--- config.mk ---
export PLATFORM = sky130hd
export DESIGN_NAME = pipe_stall_squash_ctl
export DESIGN_NICKNAME = d
export VERILOG_FILES = /design/src/rtl/pipe_ctl_pkg.sv /design/src/rtl/pipe_stage_reg.sv /design/src/rtl/pipe_hazard_unit.sv /design/src/rtl/pipe_squash_unit.sv /design/src/rtl/pipe_stall_squash_ctl.sv
export SDC_FILE = /design/constraint.sdc
export NUM_CORES = 1
export LEC_CHECK = 0
export ABC_AREA = 1
export BUFFER_PORTS_ARGS = -buffer_cell sky130_fd_sc_hd__buf_2
export CAP_MARGIN = 20
export CORE_MARGIN = 4
export CORE_UTILIZATION = 40
export DETAILED_ROUTE_END_ITERATION = 8
export GPL_ROUTABILITY_DRIVEN = 0
export MAX_ROUTING_LAYER = met4
export SLEW_MARGIN = 20
export SYNTH_ARGS = -nofsm -noshare
export SYNTH_HDL_FRONTEND = slang
export SYNTH_HIERARCHICAL = 1
export SYNTH_SLANG_ARGS = --single-unit
--- constraint.sdc ---
create_clock -name clk -period 3.5 [get_ports clk]
set_input_delay 0.35 -clock clk [delete_from_list [all_inputs] [get_ports clk]]
set_output_delay 0.35 -clock clk [all_outputs]
set_load 0.005 [all_outputs]
--- src/rtl/pipe_ctl_pkg.sv ---
// Package: shared types for the four-stage pipeline controller.
// Assumes stage order IF, ID, EX, WB maps onto indices 0..3.
package pipe_ctl_pkg;

    localparam int NUM_STG = 4;
    localparam int STG_IF  = 0;
    localparam int STG_ID  = 1;
    localparam int STG_EX  = 2;
    localparam int STG_WB  = 3;

    // Decode flags carried with every instruction through the pipe.
    typedef struct packed {
        logic multi;    // occupies EX for several cycles
        logic branch;   // branch or jump
        logic cond;     // reads the condition code
        logic sets_cc;  // writes the condition code in WB
        logic taken;    // resolves as taken
    } op_flags_t;

endpackage

--- src/rtl/pipe_stage_reg.sv ---
// Module: one stage input register (valid, tag, target, flags).
// Loads its inputs when load is high; reset clears the valid bit and
// zeroes the payload. Assumes the caller has already masked d_valid
// for squash or bubble insertion.
module pipe_stage_reg
    import pipe_ctl_pkg::*;
#(
    parameter int TAG_W = 8
) (
    input  logic             clk,
    input  logic             rst_n,
    input  logic             load,
    input  logic             d_valid,
    input  logic [TAG_W-1:0] d_tag,
    input  logic [TAG_W-1:0] d_target,
    input  op_flags_t        d_flags,
    output logic             q_valid,
    output logic [TAG_W-1:0] q_tag,
    output logic [TAG_W-1:0] q_target,
    output op_flags_t        q_flags
);

    // Capture the next entry, or keep the current one when not loading.
    always_ff @(posedge clk) begin
        if (!rst_n) begin
            q_valid  <= 1'b0;
            q_tag    <= '0;
            q_target <= '0;
            q_flags  <= '0;
        end else if (load) begin
            q_valid  <= d_valid;
            q_tag    <= d_tag;
            q_target <= d_target;
            q_flags  <= d_flags;
        end
    end

endmodule

--- src/rtl/pipe_hazard_unit.sv ---
// Module: decides when the instruction in EX must stay there.
// Two sources: a multi-cycle operation that has not yet spent MC_CYC
// cycles in EX, and a conditional branch whose condition-code producer
// is still in WB. Assumes MC_CYC >= 2 and that EX is reloaded whenever
// hold is low.
module pipe_hazard_unit #(
    parameter int MC_CYC = 3
) (
    input  logic clk,
    input  logic rst_n,
    input  logic ex_valid,
    input  logic ex_multi,
    input  logic ex_cond,
    input  logic wb_valid,
    input  logic wb_sets_cc,
    output logic hold
);

    localparam int CNT_W = (MC_CYC > 2) ? $clog2(MC_CYC) : 1;
    localparam logic [CNT_W-1:0] CNT_LAST = CNT_W'(MC_CYC - 1);

    logic [CNT_W-1:0] mc_cnt;
    logic             mc_hold;
    logic             cc_hold;

    // Multi-cycle hold lasts until the counter reaches its final value.
    assign mc_hold = ex_valid && ex_multi && (mc_cnt != CNT_LAST);
    // Condition-code wait while the producer is still in write-back.
    assign cc_hold = ex_valid && ex_cond && wb_valid && wb_sets_cc;
    assign hold    = mc_hold || cc_hold;

    // Count the cycles the current EX entry has already been held.
    always_ff @(posedge clk) begin
        if (!rst_n) begin
            mc_cnt <= '0;
        end else if (!hold) begin
            mc_cnt <= '0;
        end else if (mc_hold) begin
            mc_cnt <= mc_cnt + 1'b1;
        end
    end

    // The hold counter never runs past the configured EX occupancy.
    assert_mc_bounded_R3: assert property (@(posedge clk) disable iff (!rst_n)
        int'(mc_cnt) < MC_CYC);

    // A condition-code wait puts a bubble into WB on the following cycle.
    assert_cc_bubble_R4: assert property (@(posedge clk) disable iff (!rst_n)
        cc_hold |=> !wb_valid);

endmodule

--- src/rtl/pipe_squash_unit.sv ---
// Module: turns a taken branch in EX into a redirect strobe and the
// squash masks for younger instructions. The oldest valid entry younger
// than the branch (ID, then IF, then the offered instruction) is the
// delay slot and survives. Assumes no taken branch sits in a delay slot.
module pipe_squash_unit #(
    parameter int TAG_W = 8
) (
    input  logic             hold,
    input  logic             ex_valid,
    input  logic             ex_branch,
    input  logic             ex_taken,
    input  logic [TAG_W-1:0] ex_target,
    input  logic             id_valid,
    input  logic             if_valid,
    output logic             redirect,
    output logic [TAG_W-1:0] redirect_tag,
    output logic             kill_if,
    output logic             kill_in
);

    // Redirect only when the branch actually leaves EX this cycle.
    assign redirect     = ex_valid && ex_branch && ex_taken && !hold;
    assign redirect_tag = ex_target;

    // Squash everything younger than the first valid delay-slot candidate.
    always_comb begin
        kill_if = redirect && id_valid;
        kill_in = redirect && (id_valid || if_valid);
    end

endmodule

--- src/rtl/pipe_stall_squash_ctl.sv ---
// Module: top of the four-stage pipeline stall and squash controller.
// Holds per-stage valid/tag/flag registers, freezes IF..EX on a hold
// while a bubble enters WB, and squashes wrong-path entries behind a
// taken branch while keeping one delay slot. Assumes the fetch side
// keeps offering the same instruction while fetch_en_o is low.
module pipe_stall_squash_ctl
    import pipe_ctl_pkg::*;
#(
    parameter int TAG_W  = 8,
    parameter int MC_CYC = 3
) (
    input  logic                     clk,
    input  logic                     rst_n,
    input  logic                     in_valid,
    input  logic [TAG_W-1:0]         in_tag,
    input  logic                     in_multi,
    input  logic                     in_branch,
    input  logic                     in_cond,
    input  logic                     in_sets_cc,
    input  logic                     in_taken,
    input  logic [TAG_W-1:0]         in_target,
    output logic                     fetch_en_o,
    output logic [NUM_STG-1:0]       stg_vld_o,
    output logic [NUM_STG*TAG_W-1:0] stg_tag_o,
    output logic                     redirect_o,
    output logic [TAG_W-1:0]         redirect_tag_o
);

    logic             cur_vld [NUM_STG];
    logic [TAG_W-1:0] cur_tag [NUM_STG];
    logic [TAG_W-1:0] cur_tgt [NUM_STG];
    op_flags_t        cur_flg [NUM_STG];

    logic             nxt_vld [NUM_STG];
    logic [TAG_W-1:0] nxt_tag [NUM_STG];
    logic [TAG_W-1:0] nxt_tgt [NUM_STG];
    op_flags_t        nxt_flg [NUM_STG];

    logic [NUM_STG-1:0] drop;
    logic               hold;
    logic               kill_if;
    logic               kill_in;
    op_flags_t          in_flags;

    // Bundle the offered instruction's decode flags.
    always_comb begin
        in_flags.multi   = in_multi;
        in_flags.branch  = in_branch;
        in_flags.cond    = in_cond;
        in_flags.sets_cc = in_sets_cc;
        in_flags.taken   = in_taken;
    end

    pipe_hazard_unit #(
        .MC_CYC (MC_CYC)
    ) i_hazard (
        .clk        (clk),
        .rst_n      (rst_n),
        .ex_valid   (cur_vld[STG_EX]),
        .ex_multi   (cur_flg[STG_EX].multi),
        .ex_cond    (cur_flg[STG_EX].cond),
        .wb_valid   (cur_vld[STG_WB]),
        .wb_sets_cc (cur_flg[STG_WB].sets_cc),
        .hold       (hold)
    );

    pipe_squash_unit #(
        .TAG_W (TAG_W)
    ) i_squash (
        .hold         (hold),
        .ex_valid     (cur_vld[STG_EX]),
        .ex_branch    (cur_flg[STG_EX].branch),
        .ex_taken     (cur_flg[STG_EX].taken),
        .ex_target    (cur_tgt[STG_EX]),
        .id_valid     (cur_vld[STG_ID]),
        .if_valid     (cur_vld[STG_IF]),
        .redirect     (redirect_o),
        .redirect_tag (redirect_tag_o),
        .kill_if      (kill_if),
        .kill_in      (kill_in)
    );

    // Per-stage invalidation: squash into IF and ID, bubble into WB.
    always_comb begin
        drop         = '0;
        drop[STG_IF] = kill_in;
        drop[STG_ID] = kill_if;
        drop[STG_WB] = hold;
    end

    assign fetch_en_o = !hold;

    for (genvar g = 0; g < NUM_STG; g++) begin : g_stage
        logic load;

        if (g == 0) begin : g_src_in
            // IF takes the offered instruction.
            always_comb begin
                nxt_vld[g] = in_valid && !drop[g];
                nxt_tag[g] = in_tag;
                nxt_tgt[g] = in_target;
                nxt_flg[g] = in_flags;
            end
        end else begin : g_src_prev
            // Later stages take the entry of the stage before them.
            always_comb begin
                nxt_vld[g] = cur_vld[g-1] && !drop[g];
                nxt_tag[g] = cur_tag[g-1];
                nxt_tgt[g] = cur_tgt[g-1];
                nxt_flg[g] = cur_flg[g-1];
            end
        end

        if (g == NUM_STG - 1) begin : g_load_always
            assign load = 1'b1;
        end else begin : g_load_gated
            assign load = !hold;
        end

        pipe_stage_reg #(
            .TAG_W (TAG_W)
        ) i_reg (
            .clk      (clk),
            .rst_n    (rst_n),
            .load     (load),
            .d_valid  (nxt_vld[g]),
            .d_tag    (nxt_tag[g]),
            .d_target (nxt_tgt[g]),
            .d_flags  (nxt_flg[g]),
            .q_valid  (cur_vld[g]),
            .q_tag    (cur_tag[g]),
            .q_target (cur_tgt[g]),
            .q_flags  (cur_flg[g])
        );

        assign stg_vld_o[g]                = cur_vld[g];
        assign stg_tag_o[g*TAG_W +: TAG_W] = cur_tag[g];
    end

    // Payload bits that leave the pipe without further use.
    logic unused_payload;
    assign unused_payload = ^{cur_tgt[STG_WB], cur_flg[STG_WB].multi,
                              cur_flg[STG_WB].branch, cur_flg[STG_WB].cond,
                              cur_flg[STG_WB].taken};

    // Reset leaves every stage empty on the following cycle.
    assert_reset_clear_R1: assert property (@(posedge clk)
        !rst_n |=> (stg_vld_o == '0));

    // A hold freezes IF..EX and puts an empty entry into WB.
    assert_hold_freeze_R3: assert property (@(posedge clk) disable iff (!rst_n)
        hold |=> ($stable(stg_vld_o[STG_EX:STG_IF])
                  && $stable(stg_tag_o[3*TAG_W-1:0])
                  && !stg_vld_o[STG_WB]));

    // The redirect strobe never lasts two cycles in a row.
    assert_redirect_single_R5: assert property (@(posedge clk) disable iff (!rst_n)
        redirect_o |=> !redirect_o);

    // The edge after a redirect, IF holds no wrong-path entry unless
    // nothing older than the offered instruction was available as the slot.
    assert_squash_if_R6: assert property (@(posedge clk) disable iff (!rst_n)
        (redirect_o && (stg_vld_o[STG_ID] || stg_vld_o[STG_IF])) |=> !stg_vld_o[STG_IF]);

endmodule

## Word-level counts from Yosys, hierarchy flattened

Index checks and enable logic that the tools add are counted.

- Word-level logic and storage cells: 49
- Register bits after elaboration: 78
- Output and inout port bits: 46
- Input port bits: 24

- Equal/unequal tests: 1
- Reduce and logical (&&, ||, !) cells: 19
- $add $sub $neg: 1

Operators with widths:

| kind | count |
|---|---|
| logical AND 1 bit | 13 |
| logical NOT 1 bit | 3 |
| adder 2 x 1 -> 2 bit (second input constant) | 1 |
| logical OR 1 bit | 2 |
| != test 2 bit (second input constant) | 1 |
| AND reduction 2 bit | 1 |

## Longest topological paths before layout

Gate-level depths: netlist of the first run.

- Word-level depth: 9
- Gate-level depth with buffers: 13
- Mapped depth without buffers: 13

## Hierarchy

The synthesis of the first run kept the hierarchy.

By module, submodules not included:

| module | cells each | instances | area an instance (sq um) | sequential area each (sq um) |
|---|---|---|---|---|
| pipe_stage_reg | 139 | 4 | 919.6 | 440.4 |
| pipe_hazard_unit | 25 | 1 | 151.4 | 40.0 |
| pipe_squash_unit | 18 | 1 | 102.6 | 0.0 |
| pipe_stall_squash_ctl | 9 | 1 | 45.0 | 0.0 |

## Worst setup path before layout of the first run

Ideal clock, no wire load.

- Path type: register to register
- From: reg i_hazard.mc_cnt[0]
- To: reg g_stage[2].i_reg.q_valid
- Data arrival time: 1.328 ns
- Clock period less this slack: 1.442 ns
- Stages on the path, launching flop included: 11
- Path buffers: 2
- Setup time: 0.113 ns
- Slack: 2.058 ns
- Data required time: 3.387 ns
- Cells stage by stage: dfxtp_1 inv_1 ha_1 inv_1 nand3_2 nand2_2 inv_1 buf_6 buf_6 nor2_1 nor2_1

- Cells in the longest elaborated chain, start to end: 3

RTL lines:

| item | RTL line | text |
|---|---|---|
| from (decl) | pipe_hazard_unit.sv:22 | `logic [CNT_W-1:0] mc_cnt;` |
| from (signal assigned) | pipe_hazard_unit.sv:39 | `mc_cnt <= mc_cnt + 1'b1;` |
| != test 2 bit | pipe_hazard_unit.sv:27 | `assign mc_hold = ex_valid && ex_multi && (mc_cnt != CNT_LAST);` |
| logical AND 1 bit | pipe_hazard_unit.sv:27 |  |
| logical OR 1 bit | pipe_hazard_unit.sv:30 | `assign hold = mc_hold \|\| cc_hold;` |
| via hold | pipe_stall_squash_ctl.sv:40 | `logic hold;` |
| to (signal assigned) | pipe_stage_reg.sv:31 | `q_valid <= d_valid;` |
| to (decl) | pipe_stage_reg.sv:17 | `output logic q_valid,` |

The timed path passes the listed nets, and every way through them passes these cells.
A chain may end at the register's enable or synchronous reset.

## Final worst setup path of the first run

- From: reg i_hazard.mc_cnt[0]
- To: out fetch_en_o

- Cells in the longest elaborated chain, start to end: 4

RTL lines:

| item | RTL line | text |
|---|---|---|
| != test 2 bit | pipe_hazard_unit.sv:27 |  |
| logical AND 1 bit | pipe_hazard_unit.sv:27 |  |
| logical OR 1 bit | pipe_hazard_unit.sv:30 |  |
| via hold | pipe_stall_squash_ctl.sv:40 |  |
| logical NOT 1 bit | pipe_stall_squash_ctl.sv:91 | `assign fetch_en_o = !hold;` |
| to (decl) | pipe_stall_squash_ctl.sv:22 | `output logic fetch_en_o,` |

The timed path passes the listed nets, and every way through them passes these cells.

==> impl_metrics.env, run 1 <==
export IMPL_drive_gt1_share_pct=16.5
export IMPL_wl_per_cell_um=9.31
export IMPL_grt_pass1_wl_mm=11.0
export IMPL_worst_r2r_path_depth=10
export IMPL_io_pins=70
export IMPL_max_slew_margin_pct=31.9
export IMPL_antenna_found_initial=0
export IMPL_setup_viol=0
export IMPL_clk_latency_ns=0.34
export IMPL_cp_slowest_cell="inv_4"
export IMPL_rr_startpoint="i_hazard/mc_cnt[0]"
export IMPL_finalSetupTns_ns=0
export IMPL_crit_end="fetch_en_o"
export IMPL_die_w_um=102
export IMPL_grt_max_degree=83
export IMPL_grt_usage_pct=13.4
export IMPL_finalNetCount=607
export IMPL_post_cts_setup_buffer_count=0
export IMPL_crit_path_end_kind="output port"
export IMPL_area_growth_pct=10.3
export IMPL_cp_slowest_stage_delay_ns=0.57
export IMPL_syn_area_per_cell_sq_um=6.55
export IMPL_cts_sink_count=78
export IMPL_crit_top_cell="inv_1"
export IMPL_path_cells="inv_1 > ha_1 > inv_1 > nand3_2 > nand2_2 > inv_4 > buf_2"
export IMPL_rows=33
export IMPL_drt_wl_total_mm=6.44
export IMPL_finalPower_mw=1.73
export IMPL_drt_initial_drc_count=85
export IMPL_core_sq_um=8380
export IMPL_pwr_density_cell_nw_per_um2=448
export IMPL_synth_nets=561
export IMPL_tightest_slew_ns=1.02
export IMPL_path_max_fanout=82
export IMPL_crit_path_start="i_hazard/mc_cnt[0]"
export IMPL_ant_nets=0
export IMPL_drv_cap=0
export IMPL_cts_buffers=9
export IMPL_clock_path_buffers=2
export IMPL_cp_arrival_ns=1.97
export IMPL_fin_util_pct=46.2
export IMPL_portBuffers=69
export IMPL_netlist_area_sq_um=3510
export IMPL_diodes=0
export IMPL_grt_pass1_vias=2484
export IMPL_fin_crit_sh_pct=66.3
export IMPL_setup_ws_ns=1.18
export IMPL_outcome="complete, no violations"
export IMPL_drc=0
export IMPL_via_per_inst=3.99
export IMPL_worstPathRequired_ns=3.15
export IMPL_fmax_ghz=0.431
export IMPL_crit_path_start_kind="register"
export IMPL_min_period_ns=2.32
export IMPL_yosys_warnings=6
export IMPL_route_vias_total=2758
export IMPL_critPathKind="register to output port"
export IMPL_fin_cells=692
export IMPL_hold_buffers=0
export IMPL_cts_root_buf="clkbuf_8"
export IMPL_dp_cells=676
export IMPL_dp_hpwl_mm=4.31
export IMPL_cts_resized=0
export IMPL_clkTransAtPathRegs_ns=0.08
export IMPL_fp_dieH_um=102
export IMPL_ir_worst_vdd_mv=0.178
export IMPL_grt_setup_unrepaired="false"
export IMPL_synthCells=536
export IMPL_htreeDepth=3
export IMPL_die_area_sq_um=10300
export IMPL_grt_overflow=0
export IMPL_min_path_type="primary input to register"
export IMPL_r2r_setup_slack_ns=1.38
export IMPL_pre_cts_ws_ns=1.39
export IMPL_power_leakage_nw=2.39
export IMPL_drtPass1Iterations=4
export IMPL_finalHoldViolCount=0
export IMPL_slew_violations=0
export IMPL_cts_tree="done"
export IMPL_floorplan_initialDensity_pct=41.9
export IMPL_reg2reg_to="g_stage[2].i_reg/q_tag[3]"
export IMPL_finClkSkew_ns=0.0120
where the power goes:
part | switching [mW] | leakage (nW) | internal (mW)
logic | 0.0726 | 1.65 | 0.0546
registers | 0.0240 | 0.642 | 0.926
clock network | 0.325 | 0.0935 | 0.332
metrics by stage:
step,hold slack (ns),area [sq um]
floorplan,0.449,3510
global placement,0.457,3680
detailed placement,0.462,3680
CTS,0.276,3870
global route,0.303,3870
finish,0.290,3870
state kept, by name (all words and copies together) (netlist names):
register / count
g_stage.i_reg/q_flags: 16
g_stage.i_reg/q_target: 24
i_hazard/mc_cnt: 2
g_stage.i_reg/q_valid: 4
g_stage.i_reg/q_tag: 32
area by class of cell:
class                   count  area [sq um]
fillers                   933          4510
flip-flops and latches     78          1560
multi-input cells         331          1280
repair buffers             72           368
inverters                  90           340
clock buffers              11           131
well taps                 105           131
clock inverters             5          60.1
cells in the final DEF, fill, tap and decap left out:
cell type and n:
inv_1 89, ha_1 1, clkbuf_8 9, nand2_2 3, nor2_1 156, buf_4 3
nor2_2 6, bufinv_16 1, clkinv_4 2, clkinvlp_4 1, dfxtp_1 78, clkinv_2 1
nand3_2 1, nand2_1 163, buf_2 69, inv_4 1, clkbuf_1 2, conb_1 1
how the worst min path moves through the flow:
stage | startpoint | endpoint | cells past startpoint
6_report | in_target[7] | g_stage[0].i_reg/q_target[7] | 5
5_1_grt | in_tag[4] | g_stage[0].i_reg/q_tag[4] | 5
3_3_place_gp | g_stage[1].i_reg/q_flags[4] | g_stage[1].i_reg/q_flags[4] | 2
4_1_cts | in_target[7] | g_stage[0].i_reg/q_target[7] | 5
3_5_place_dp | g_stage[1].i_reg/q_target[2] | g_stage[1].i_reg/q_target[2] | 2
2_1_floorplan | g_stage[2].i_reg/q_flags[3] | g_stage[2].i_reg/q_flags[3] | 2
per-layer routing:
metal / global-route usage [%] / vias to the layer above / share of wire (%)
li1: - / 1588 / -
met1: 18.3 / 1111 / 53
met2: 19.2 / 53 / 40
met3: 3.44 / 6 / 5.1
met4: 4.91 / 0 / 1.2
met5: - / - / 0
critical path: cells and delay by family, from the launching register on:
kind | cells | cell delay [ns]
and+or+nand+nor | 2 | 0.19
buffers and inverters | 4 | 0.94
DFF | 1 | 0.32
adders and majority gates | 1 | 0.18
No activity file was read; power rests on OpenSTA's default activity.
==> run 2: changes to the inputs <==
--- a/config.mk
+++ b/config.mk
@@ -5,7 +5,7 @@
 export SDC_FILE = /design/constraint.sdc
 export NUM_CORES = 1
 export LEC_CHECK = 0
-export ABC_AREA = 1
+export ABC_AREA = 0
 export BUFFER_PORTS_ARGS = -buffer_cell sky130_fd_sc_hd__buf_2
 export CAP_MARGIN = 20
 export CORE_MARGIN = 4
==> constraint.sdc (replaced) <==
create_clock -name clk -period 2.3 [get_ports clk]
set_input_delay 0.23 -clock clk [delete_from_list [all_inputs] [get_ports clk]]
set_output_delay 0.23 -clock clk [all_outputs]
set_load 0.005 [all_outputs]
==> impl_metrics.env, run 2 <==
export IMPL_outcome="complete, no violations"
export IMPL_sw_frac_of_total_pct=25.3
export IMPL_drt_wl_total_mm=5.68
export IMPL_clkPwrFrac_pct=37.8
export IMPL_min_path_type="primary input to register"
export IMPL_dp_hpwl_mm=3.85
export IMPL_syn_area_per_cell_sq_um=11.7
export IMPL_p_sw_uw=645
export IMPL_cp_arrival_ns=1.83
export IMPL_die_w_um=98.1
export IMPL_power_frac_seq_pct=56.1
export IMPL_drive_gt1_share_pct=28.5
export IMPL_holdPathEnd="g_stage[0].i_reg/q_tag[6]"
export IMPL_finalHoldViolCount=0
export IMPL_post_cts_setup_buffer_count=0
export IMPL_synth_nets=302
export IMPL_htreeDepth=3
export IMPL_reg_largest_list="g_stage.i_reg/q_tag: 32 flops, g_stage.i_reg/q_target: 24 flops, g_stage.i_reg/q_flags: 16 flops"
export IMPL_drt_initial_drc_count=87
export IMPL_cts_resized=0
export IMPL_rows=32
export IMPL_finalSetupTns_ns=0
export IMPL_grt_setup_unrepaired="false"
export IMPL_finClkSkew_ns=0.0150
export IMPL_die_area_sq_um=9620
export IMPL_grt_max_degree=66
export IMPL_crit_path_end_kind="output port"
export IMPL_power_leakage_nw=1.99
export IMPL_floorplan_initialDensity_pct=41.6
export IMPL_setup_viol=0
export IMPL_portBuffers=69
export IMPL_hold_buffers=0
export IMPL_route_vias_total=1941
export IMPL_comb_power_share_pct=6.1
export IMPL_worst_r2r_path_depth=9
export IMPL_final_area_sq_um=3650
export IMPL_area_growth_pct=12.3
export IMPL_fin_util_pct=46.7
export IMPL_min_period_ns=2.06
export IMPL_slew_violations=0
export IMPL_antenna_found_initial=0
export IMPL_crit_path_start_kind="register"
export IMPL_synthCells=277
export IMPL_clock_path_buffers=2
export IMPL_hold_start="in_tag[6]"
export IMPL_finalNetCount=357
export IMPL_drc=0
export IMPL_grt_pass1_vias=1826
export IMPL_cts_root_buf="clkbuf_8"
export IMPL_wl_per_cell_um=12.9
export IMPL_yosys_warnings=6
export IMPL_final_cell_mix="dfxtp_1, nor2b_1, mux2i_1"
export IMPL_ir_worst_vdd_mv=0.321
export IMPL_fin_crit_sh_pct=89.7
export IMPL_drtPass1Iterations=4
export IMPL_reg2reg_to="g_stage[1].i_reg/q_valid"
export IMPL_grt_pass1_wl_mm=9.17
export IMPL_largest_reg_flops=32
export IMPL_layout_cells_most_common="dfxtp_1"
export IMPL_grt_overflow=0
export IMPL_drv_cap=0
export IMPL_cts_buffers=9
export IMPL_pwr_density_cell_nw_per_um2=699
export IMPL_grt_usage_pct=12.4
export IMPL_via_per_inst=4.42
export IMPL_diodes=0
export IMPL_cts_sink_count=78
export IMPL_regMostFlops="g_stage.i_reg/q_tag"
export IMPL_cts_tree="done"
export IMPL_r2r_setup_slack_ns=0.48
export IMPL_fp_dieH_um=98.1
export IMPL_worstPathRequired_ns=2.07
export IMPL_io_pins=70
export IMPL_rr_startpoint="i_hazard/mc_cnt[0]"
export IMPL_clk_latency_ns=0.35
export IMPL_intPower_mw=1.91
export IMPL_place_area_sq_um=3460
export IMPL_clkTransAtPathRegs_ns=0.09
export IMPL_hold_path_depth=3
export IMPL_critPathKind="register to output port"
export IMPL_netlist_area_sq_um=3250
export IMPL_core_sq_um=7810
export IMPL_ant_nets=0
export IMPL_fmax_ghz=0.485
export IMPL_path_max_fanout=11
==> run 2: worst max path at each step <==
stage / from / end / slack (ns) / depth (start not counted)
final: i_hazard/mc_cnt[0] / fetch_en_o / 0.24 / 7
after floorplan: i_hazard/mc_cnt[0] / g_stage[1].i_reg/q_valid / 0.56 / 9
after global routing: i_hazard/mc_cnt[0] / fetch_en_o / 0.09 / 7
after detailed placement: i_hazard/mc_cnt[0] / g_stage[1].i_reg/q_valid / 0.49 / 9
after CTS: i_hazard/mc_cnt[0] / fetch_en_o / 0.20 / 7
after global placement: i_hazard/mc_cnt[0] / g_stage[1].i_reg/q_valid / 0.53 / 9
==> run 2: per-layer routing <==
layer / track usage [%] / routed length [um] / up-vias
met3: 4.14 / 388 / 9
met1: 15.4 / 2680 / 870
met5: - / 0 / -
li1: - / - / 1012
met2: 17.7 / 2510 / 50
met4: 6.71 / 106 / 0
==> run 2: cell type report <==
cell class	count	area, sq um
Fill cell	755	4160
Tap cell	102	128
Clock inverter	7	62.6
Multi-Input combinational cell	168	1370
Timing Repair Buffer	73	388
Sequential cell	78	1560
Clock buffer	9	124
Inverter	2	8.76
==> run 2: critical path, stage by stage (launching register included) <==
cell	delay, ns
dfxtp_1	0.35
inv_1	0.05
ha_1	0.17
and3b_2	0.29
or2_1	0.17
clkinv_2	0.10
buf_4	0.20
buf_2	0.14
==> run 2: stage by stage <==
stage	worst slack, ns	total power, mW	hold slack [ns]	std cells
floorplan	0.563	1.57	0.358	277
global placement	0.529	1.62	0.487	423
detailed placement	0.493	1.62	0.496	423
CTS	0.201	2.59	0.120	439
global route	0.0922	2.68	0.128	439
finish	0.237	2.55	0.138	439
==> run 2: power groups by stage <==
stage | Sequential (mW) | Clock (mW) | Combinational, mW
final | 1.43 | 0.965 | 0.154
after global routing | 1.44 | 1.06 | 0.174
after CTS | 1.43 | 1.01 | 0.156
after detailed placement | 1.46 | 0 | 0.156
after global placement | 1.46 | 0 | 0.153
after floorplan | 1.46 | 0 | 0.111
